`src/rtl/cls_pkg.sv`:
```
package cls_pkg;
  localparam int ADDR_W  = 6;
  localparam int DATA_W  = 8;
  localparam int STRAP_W = 16;

  localparam logic [ADDR_W-1:0] A_STATUS  = 6'h1A;
  localparam logic [ADDR_W-1:0] A_MISC    = 6'h1B;
  localparam logic [ADDR_W-1:0] A_STRAPLO = 6'h1C;
  localparam logic [ADDR_W-1:0] A_STRAPHI = 6'h1D;
  localparam logic [ADDR_W-1:0] A_WIN_LO  = 6'h28;
  localparam logic [ADDR_W-1:0] A_WIN_HI  = 6'h2F;

  localparam int LOCK_BIT = 7;
  localparam int HFB_BIT  = 0;
endpackage

```
`src/rtl/cls_access_gate.sv`:
```
module cls_access_gate
  import cls_pkg::*;
(
  input  logic              clk,
  input  logic              rst_n,
  input  logic [ADDR_W-1:0] addr,
  input  logic              wr_en,
  input  logic              lock_wbit,
  input  logic              hfb_wbit,
  output logic              lock,
  output logic              hfb_req,
  output logic              misc_wr,
  output logic              access_ok
);
  logic on_list;

  always_comb begin
    on_list = (addr == A_STATUS) || (addr == A_MISC) ||
              ((addr >= A_WIN_LO) && (addr <= A_WIN_HI));
    access_ok = !lock || on_list;
    misc_wr   = wr_en && (addr == A_MISC);
  end

  always_ff @(posedge clk or negedge rst_n) begin
    if (!rst_n) begin
      lock    <= 1'b1;
      hfb_req <= 1'b0;
    end else if (misc_wr) begin
      lock    <= lock_wbit;
      hfb_req <= hfb_wbit;
    end
  end


  lock_hold_chk: assert property (@(posedge clk) disable iff (!rst_n)
    !(wr_en && addr == A_MISC) |=> $stable(lock));


  locked_block_chk: assert property (@(posedge clk) disable iff (!rst_n)
    (lock && addr == A_STRAPLO) |-> !access_ok);
endmodule

```
`src/rtl/cls_strap_capture.sv`:
```
module cls_strap_capture #(
  parameter int W = 16
) (
  input  logic         clk,
  input  logic         rst_n,
  input  logic [W-1:0] pins,
  output logic [W-1:0] straps
);
  logic cap_done;

  always_ff @(posedge clk or negedge rst_n) begin
    if (!rst_n) begin
      cap_done <= 1'b0;
      straps   <= '0;
    end else if (!cap_done) begin
      cap_done <= 1'b1;
      straps   <= pins;
    end
  end


  strap_frozen_chk: assert property (@(posedge clk) disable iff (!rst_n)
    cap_done |=> $stable(straps));
endmodule

```
`src/rtl/cls_hfb_ctrl.sv`:
```
module cls_hfb_ctrl (
  input  logic clk,
  input  logic rst_n,
  input  logic vnd,
  input  logic dual_panel,
  input  logic misc_wr,
  input  logic wr_bit,
  input  logic hfb_req,
  output logic hfb_en
);
  logic dis_applied;

  always_ff @(posedge clk or negedge rst_n) begin
    if (!rst_n)   dis_applied <= 1'b0;
    else if (vnd) dis_applied <= misc_wr ? wr_bit : hfb_req;
  end

  assign hfb_en = dual_panel && !dis_applied;


  busy_hold_chk: assert property (@(posedge clk) disable iff (!rst_n)
    !vnd |=> $stable(dis_applied));
endmodule

```
`src/rtl/cfg_lock_slice.sv`:
```
module cfg_lock_slice
  import cls_pkg::*;
(
  input  logic               clk,
  input  logic               rst_n,
  input  logic [ADDR_W-1:0]  addr,
  input  logic               wr_en,
  input  logic [DATA_W-1:0]  wr_data,
  input  logic               rd_en,
  output logic [DATA_W-1:0]  rd_data,
  input  logic [STRAP_W-1:0] strap_pins,
  input  logic               dual_panel,
  input  logic               vnd,
  output logic               access_ok,
  output logic               hfb_en
);
  localparam int HALF = STRAP_W / 2;

  logic               lock, hfb_req, misc_wr;
  logic [STRAP_W-1:0] straps;
  logic [DATA_W-1:0]  rd_mux;

  cls_access_gate u_gate (
    .clk(clk), .rst_n(rst_n), .addr(addr), .wr_en(wr_en),
    .lock_wbit(wr_data[LOCK_BIT]), .hfb_wbit(wr_data[HFB_BIT]),
    .lock(lock), .hfb_req(hfb_req), .misc_wr(misc_wr), .access_ok(access_ok)
  );

  cls_strap_capture #(.W(STRAP_W)) u_strap (
    .clk(clk), .rst_n(rst_n), .pins(strap_pins), .straps(straps)
  );

  cls_hfb_ctrl u_hfb (
    .clk(clk), .rst_n(rst_n), .vnd(vnd), .dual_panel(dual_panel),
    .misc_wr(misc_wr), .wr_bit(wr_data[HFB_BIT]), .hfb_req(hfb_req),
    .hfb_en(hfb_en)
  );

  always_comb begin
    rd_mux = '0;
    if (access_ok) begin
      unique case (addr)
        A_MISC: begin
          rd_mux[LOCK_BIT] = lock;
          rd_mux[HFB_BIT]  = hfb_req;
        end
        A_STRAPLO: rd_mux = straps[HALF-1:0];
        A_STRAPHI: rd_mux = straps[STRAP_W-1:HALF];
        default:   rd_mux = '0;
      endcase
    end
  end

  always_ff @(posedge clk or negedge rst_n) begin
    if (!rst_n)     rd_data <= '0;
    else if (rd_en) rd_data <= rd_mux;
    else            rd_data <= '0;
  end


  blocked_read_chk: assert property (@(posedge clk) disable iff (!rst_n)
    (rd_en && !access_ok) |=> (rd_data == '0));


  misc_pad_chk: assert property (@(posedge clk) disable iff (!rst_n)
    (rd_en && addr == A_MISC) |=> (rd_data[LOCK_BIT-1:HFB_BIT+1] == '0));


  single_off_chk: assert property (@(posedge clk) disable iff (!rst_n)
    !dual_panel |-> !hfb_en);


  idle_rd_chk: assert property (@(posedge clk) disable iff (!rst_n)
    !rd_en |=> (rd_data == '0));
endmodule

```
`config.mk`:
```
export PLATFORM = sky130hd
export DESIGN_NAME = cfg_lock_slice
export DESIGN_NICKNAME = d
export VERILOG_FILES = /design/src/rtl/cls_pkg.sv /design/src/rtl/cls_access_gate.sv /design/src/rtl/cls_strap_capture.sv /design/src/rtl/cls_hfb_ctrl.sv /design/src/rtl/cfg_lock_slice.sv
export SDC_FILE = /design/constraint.sdc
export NUM_CORES = 1
export LEC_CHECK = 0
export BUFFER_PORTS_ARGS = -buffer_cell sky130_fd_sc_hd__buf_2
export CAP_MARGIN = 20
export CORE_UTILIZATION = 50
export DETAILED_ROUTE_END_ITERATION = 8
export PLACE_DENSITY = 0.83
export SKIP_CTS_REPAIR_TIMING = 1
export SYNTH_ARGS = -nofsm -noshare
export SYNTH_HDL_FRONTEND = slang
export SYNTH_SLANG_ARGS = --single-unit
```
`constraint.sdc`:
```
create_clock -name clk -period 2.6 [get_ports clk]
set_clock_uncertainty 0.05 [all_clocks]
set_input_delay 0 -clock clk [delete_from_list [all_inputs] [get_ports clk]]
set_output_delay 0 -clock clk [all_outputs]
set_load 0.005 [all_outputs]
```
==> results.json <==
{
  "hold_path.class": "input pin to flop",
  "die_w_microns": 51.3,
  "hold_start": "addr[3]",
  "clk_latency_ns": 0.33,
  "min_path_cells": 4,
  "cts.sinks": 28,
  "synth_cells": 90,
  "synth_cell_types": 26,
  "grt_start_max_net_pins": 29,
  "cts_tree": "done",
  "wl_per_cell_microns": 14.3,
  "rsz0062_at_grt": "no",
  "io_buffers": 39,
  "yosys-top-cells-area": "dfrtp_1 (56%), mux2_2 (18%), mux2i_1 (4.9%)",
  "cap_viol_max_count": 0,
  "drt_pass1_iterations": 4,
  "core_sq_mm": 0.00225,
  "numCtsBuffers": 3,
  "critical_path.max_fanout": 2,
  "slew_headroom_pct": 55.3,
  "syn_area_per_cell_sq_um": 13.5,
  "area_delta_synth_final_pct": 40.3,
  "synth-warning-count": 0,
  "cpPeakStageDelay_ns": 0.57,
  "synth_nets": 126,
  "synth_top_area_share_pct": 55.6,
  "required_ns": 2.78,
  "clockBufferDepth": 2,
  "path_cells": "dlygate4sd3_1 -> buf_2 -> nand4b_1 -> o21ai_0 -> a31oi_1 -> dlygate4sd3_1",
  "hold_violations": 0,
  "dr_total_vias": 913,
  "antenna_found_initial": 0,
  "peakVddDrop_v": 0.000547,
  "worst_setup_path_start_kind": "input pin",
  "min_to": "u_gate.hfb_req$_DFF_PN0_",
  "r2r-end": "rd_data[4]$_DFF_PN0_",
  "fmax_mhz": 689,
  "grt_pass1_vias": 830,
  "crit_type": "input pin to flop",
  "routabilityCongestion": 0.817,
  "path_common_cell": "dlygate4sd3_1",
  "arrival_ns": 1.63,
  "setup_viol": 0,
  "powerDensity_mw_per_mm2": 534,
  "die_area_sq_mm": 0.00263,
  "avgViaCountPerCell": 5.07,
  "rr_worst_depth": 3,
  "die-height_microns": 51.3,
  "drive_above_1_share_pct": 44.7,
  "final_common_cell": "buf_2",
  "p_total_mw": 0.912,
  "synth_seq_cells": 28,
  "cellLeakagePower_nw": 0.810,
  "slew_violations": 0,
  "grt_pass1_wl_microns": 3460,
  "first_iter_violations": 6,
  "antenna_left": 0,
  "pin_count": 46,
  "tightest_slew_ns": 0.671,
  "rrSetupSlack_ns": 1.21,
  "antennaDiodeCount": 0,
  "dpl.hpwl_microns": 1590,
  "cts_root_buffer": "clkbuf_4",
  "clk_pin_slew_ns": 0.14,
  "end_kind": "flop",
  "rr_startpoint": "u_gate.lock$_DFFE_PN1N_",
  "post-route-period-util_pct": 55.8,
  "start_util_pct": 53.9,
  "final_cell_mix": "buf_2 (39), dfrtp_1 (27), dlygate4sd3_1 (23), mux2_2 (19)",
  "row_count": 17,
  "globalRouteTotalUtil_pct": 18.6,
  "nets": 189,
  "cp_slowest_cell": "dlygate4sd3_1",
  "synth_top_cell_by_area": "dfrtp_1",
  "grt_overflow_total": 0,
  "post-route-min-period_ns": 1.45,
  "wl_microns": 2580,
  "drc_errors": 0,
  "yosysSeqAreaShare_pct": 57.7,
  "whs_ns": 0.0286,
  "status": "complete, no violations",
  "synth_area_sq_mm": 0.00122,
  "h-tree-depth": 1,
  "setup_tns_ns": 0
}
==> area by class of cell <==
cell class	count	area, sq um
repair buffers	62	425
clock inverters	1	30.0
fillers	159	548
well taps	28	35.0
inverters	1	3.75
clock buffers	3	22.5
flip-flops and latches	28	702
multi-input cells	57	488
==> cells in the mapped netlist <==
master,number
nand4_1,1
mux2i_1,6
and3b_1,1
nor2b_1,1
o21ai_0,2
and2b_1,1
and3b_2,1
and4bb_4,1
dfstp_2,1
buf_2,3
nand3_1,4
nand2_1,3
nor2_1,2
a31oi_1,1
and2b_2,1
or2b_2,1
inv_1,1
conb_1,1
a21oi_1,2
o311ai_4,1
nor3_1,6
nand3b_1,1
mux2_2,19
buf_4,1
nand4b_1,1
dfrtp_1,27
==> sequential cells by signal (all words and copies together), names as in the netlist <==
register / count
u_hfb.dis_applied: 1
rd_data: 8
u_strap.straps: 16
u_gate.lock: 1
u_gate.hfb_req: 1
u_strap.cap_done: 1
==> per-layer routing <==
layer,GRT usage [%],up-vias,part of all wire (%),wire length (microns)
li1,-,441,-,-
met1,20.7,445,38,990
met2,32.5,23,56,1450
met3,6.25,4,4.0,104
met4,7.21,0,1.2,30
met5,0,-,0,0
==> where the power goes <==
group	switching, mW	total, mW	internal [mW]
registers	0.0217	0.490	0.469
clock network	0.125	0.281	0.156
logic	0.0547	0.140	0.0855
==> critical path, delay by kind of cell <==
kind            cells  cell delay (ns)
compound gates      2             0.35
buf+inv             3             1.19
simple gates        1             0.10
==> stage by stage <==
stage / setup WS (ns) / instances / cell area, sq um / utilization [%]
global placement: 1.25 / 153 / 1420 / 63.2
floorplan: 1.37 / 90 / 1220 / -
finish: 1.15 / 180 / 1710 / 75.7
global route: 1.02 / 180 / 1710 / 75.7
detailed placement: 1.23 / 153 / 1420 / 63.2
CTS: 1.21 / 157 / 1480 / 65.5
==> how the worst max path moves through the flow <==
| stage | from | endpoint | slack (ns) | cells past startpoint |
|---|---|---|---|---|
| 2_1_floorplan | u_gate.lock$_DFFE_PN1N_ | rd_data[1]$_DFF_PN0_ | 1.37 | 3 |
| 3_3_place_gp | u_gate.lock$_DFFE_PN1N_ | rd_data[2]$_DFF_PN0_ | 1.25 | 3 |
| 3_5_place_dp | u_gate.lock$_DFFE_PN1N_ | rd_data[1]$_DFF_PN0_ | 1.23 | 3 |
| 4_1_cts | u_gate.lock$_DFFE_PN1N_ | rd_data[6]$_DFF_PN0_ | 1.21 | 3 |
| 5_1_grt | wr_en | u_hfb.dis_applied$_DFFE_PN0P_ | 1.02 | 6 |
| 6_report | wr_en | u_hfb.dis_applied$_DFFE_PN0P_ | 1.15 | 6 |
==> cells by family (layout without fill, tap and decap cells) <==
kind of cell | count (synthesis) | in the layout | share of synthesized area (%)
other | 1 | 1 | 0.308
multiplexers | 25 | 25 | 22.5
flip-flops | 28 | 28 | 57.7
AND/OR/NAND/NOR | 25 | 25 | 13.0
AO/OA/AOI/OAI | 6 | 6 | 4.32
buffers and inverters | 5 | 67 | 2.16
(Power assumes the default switching activity.)
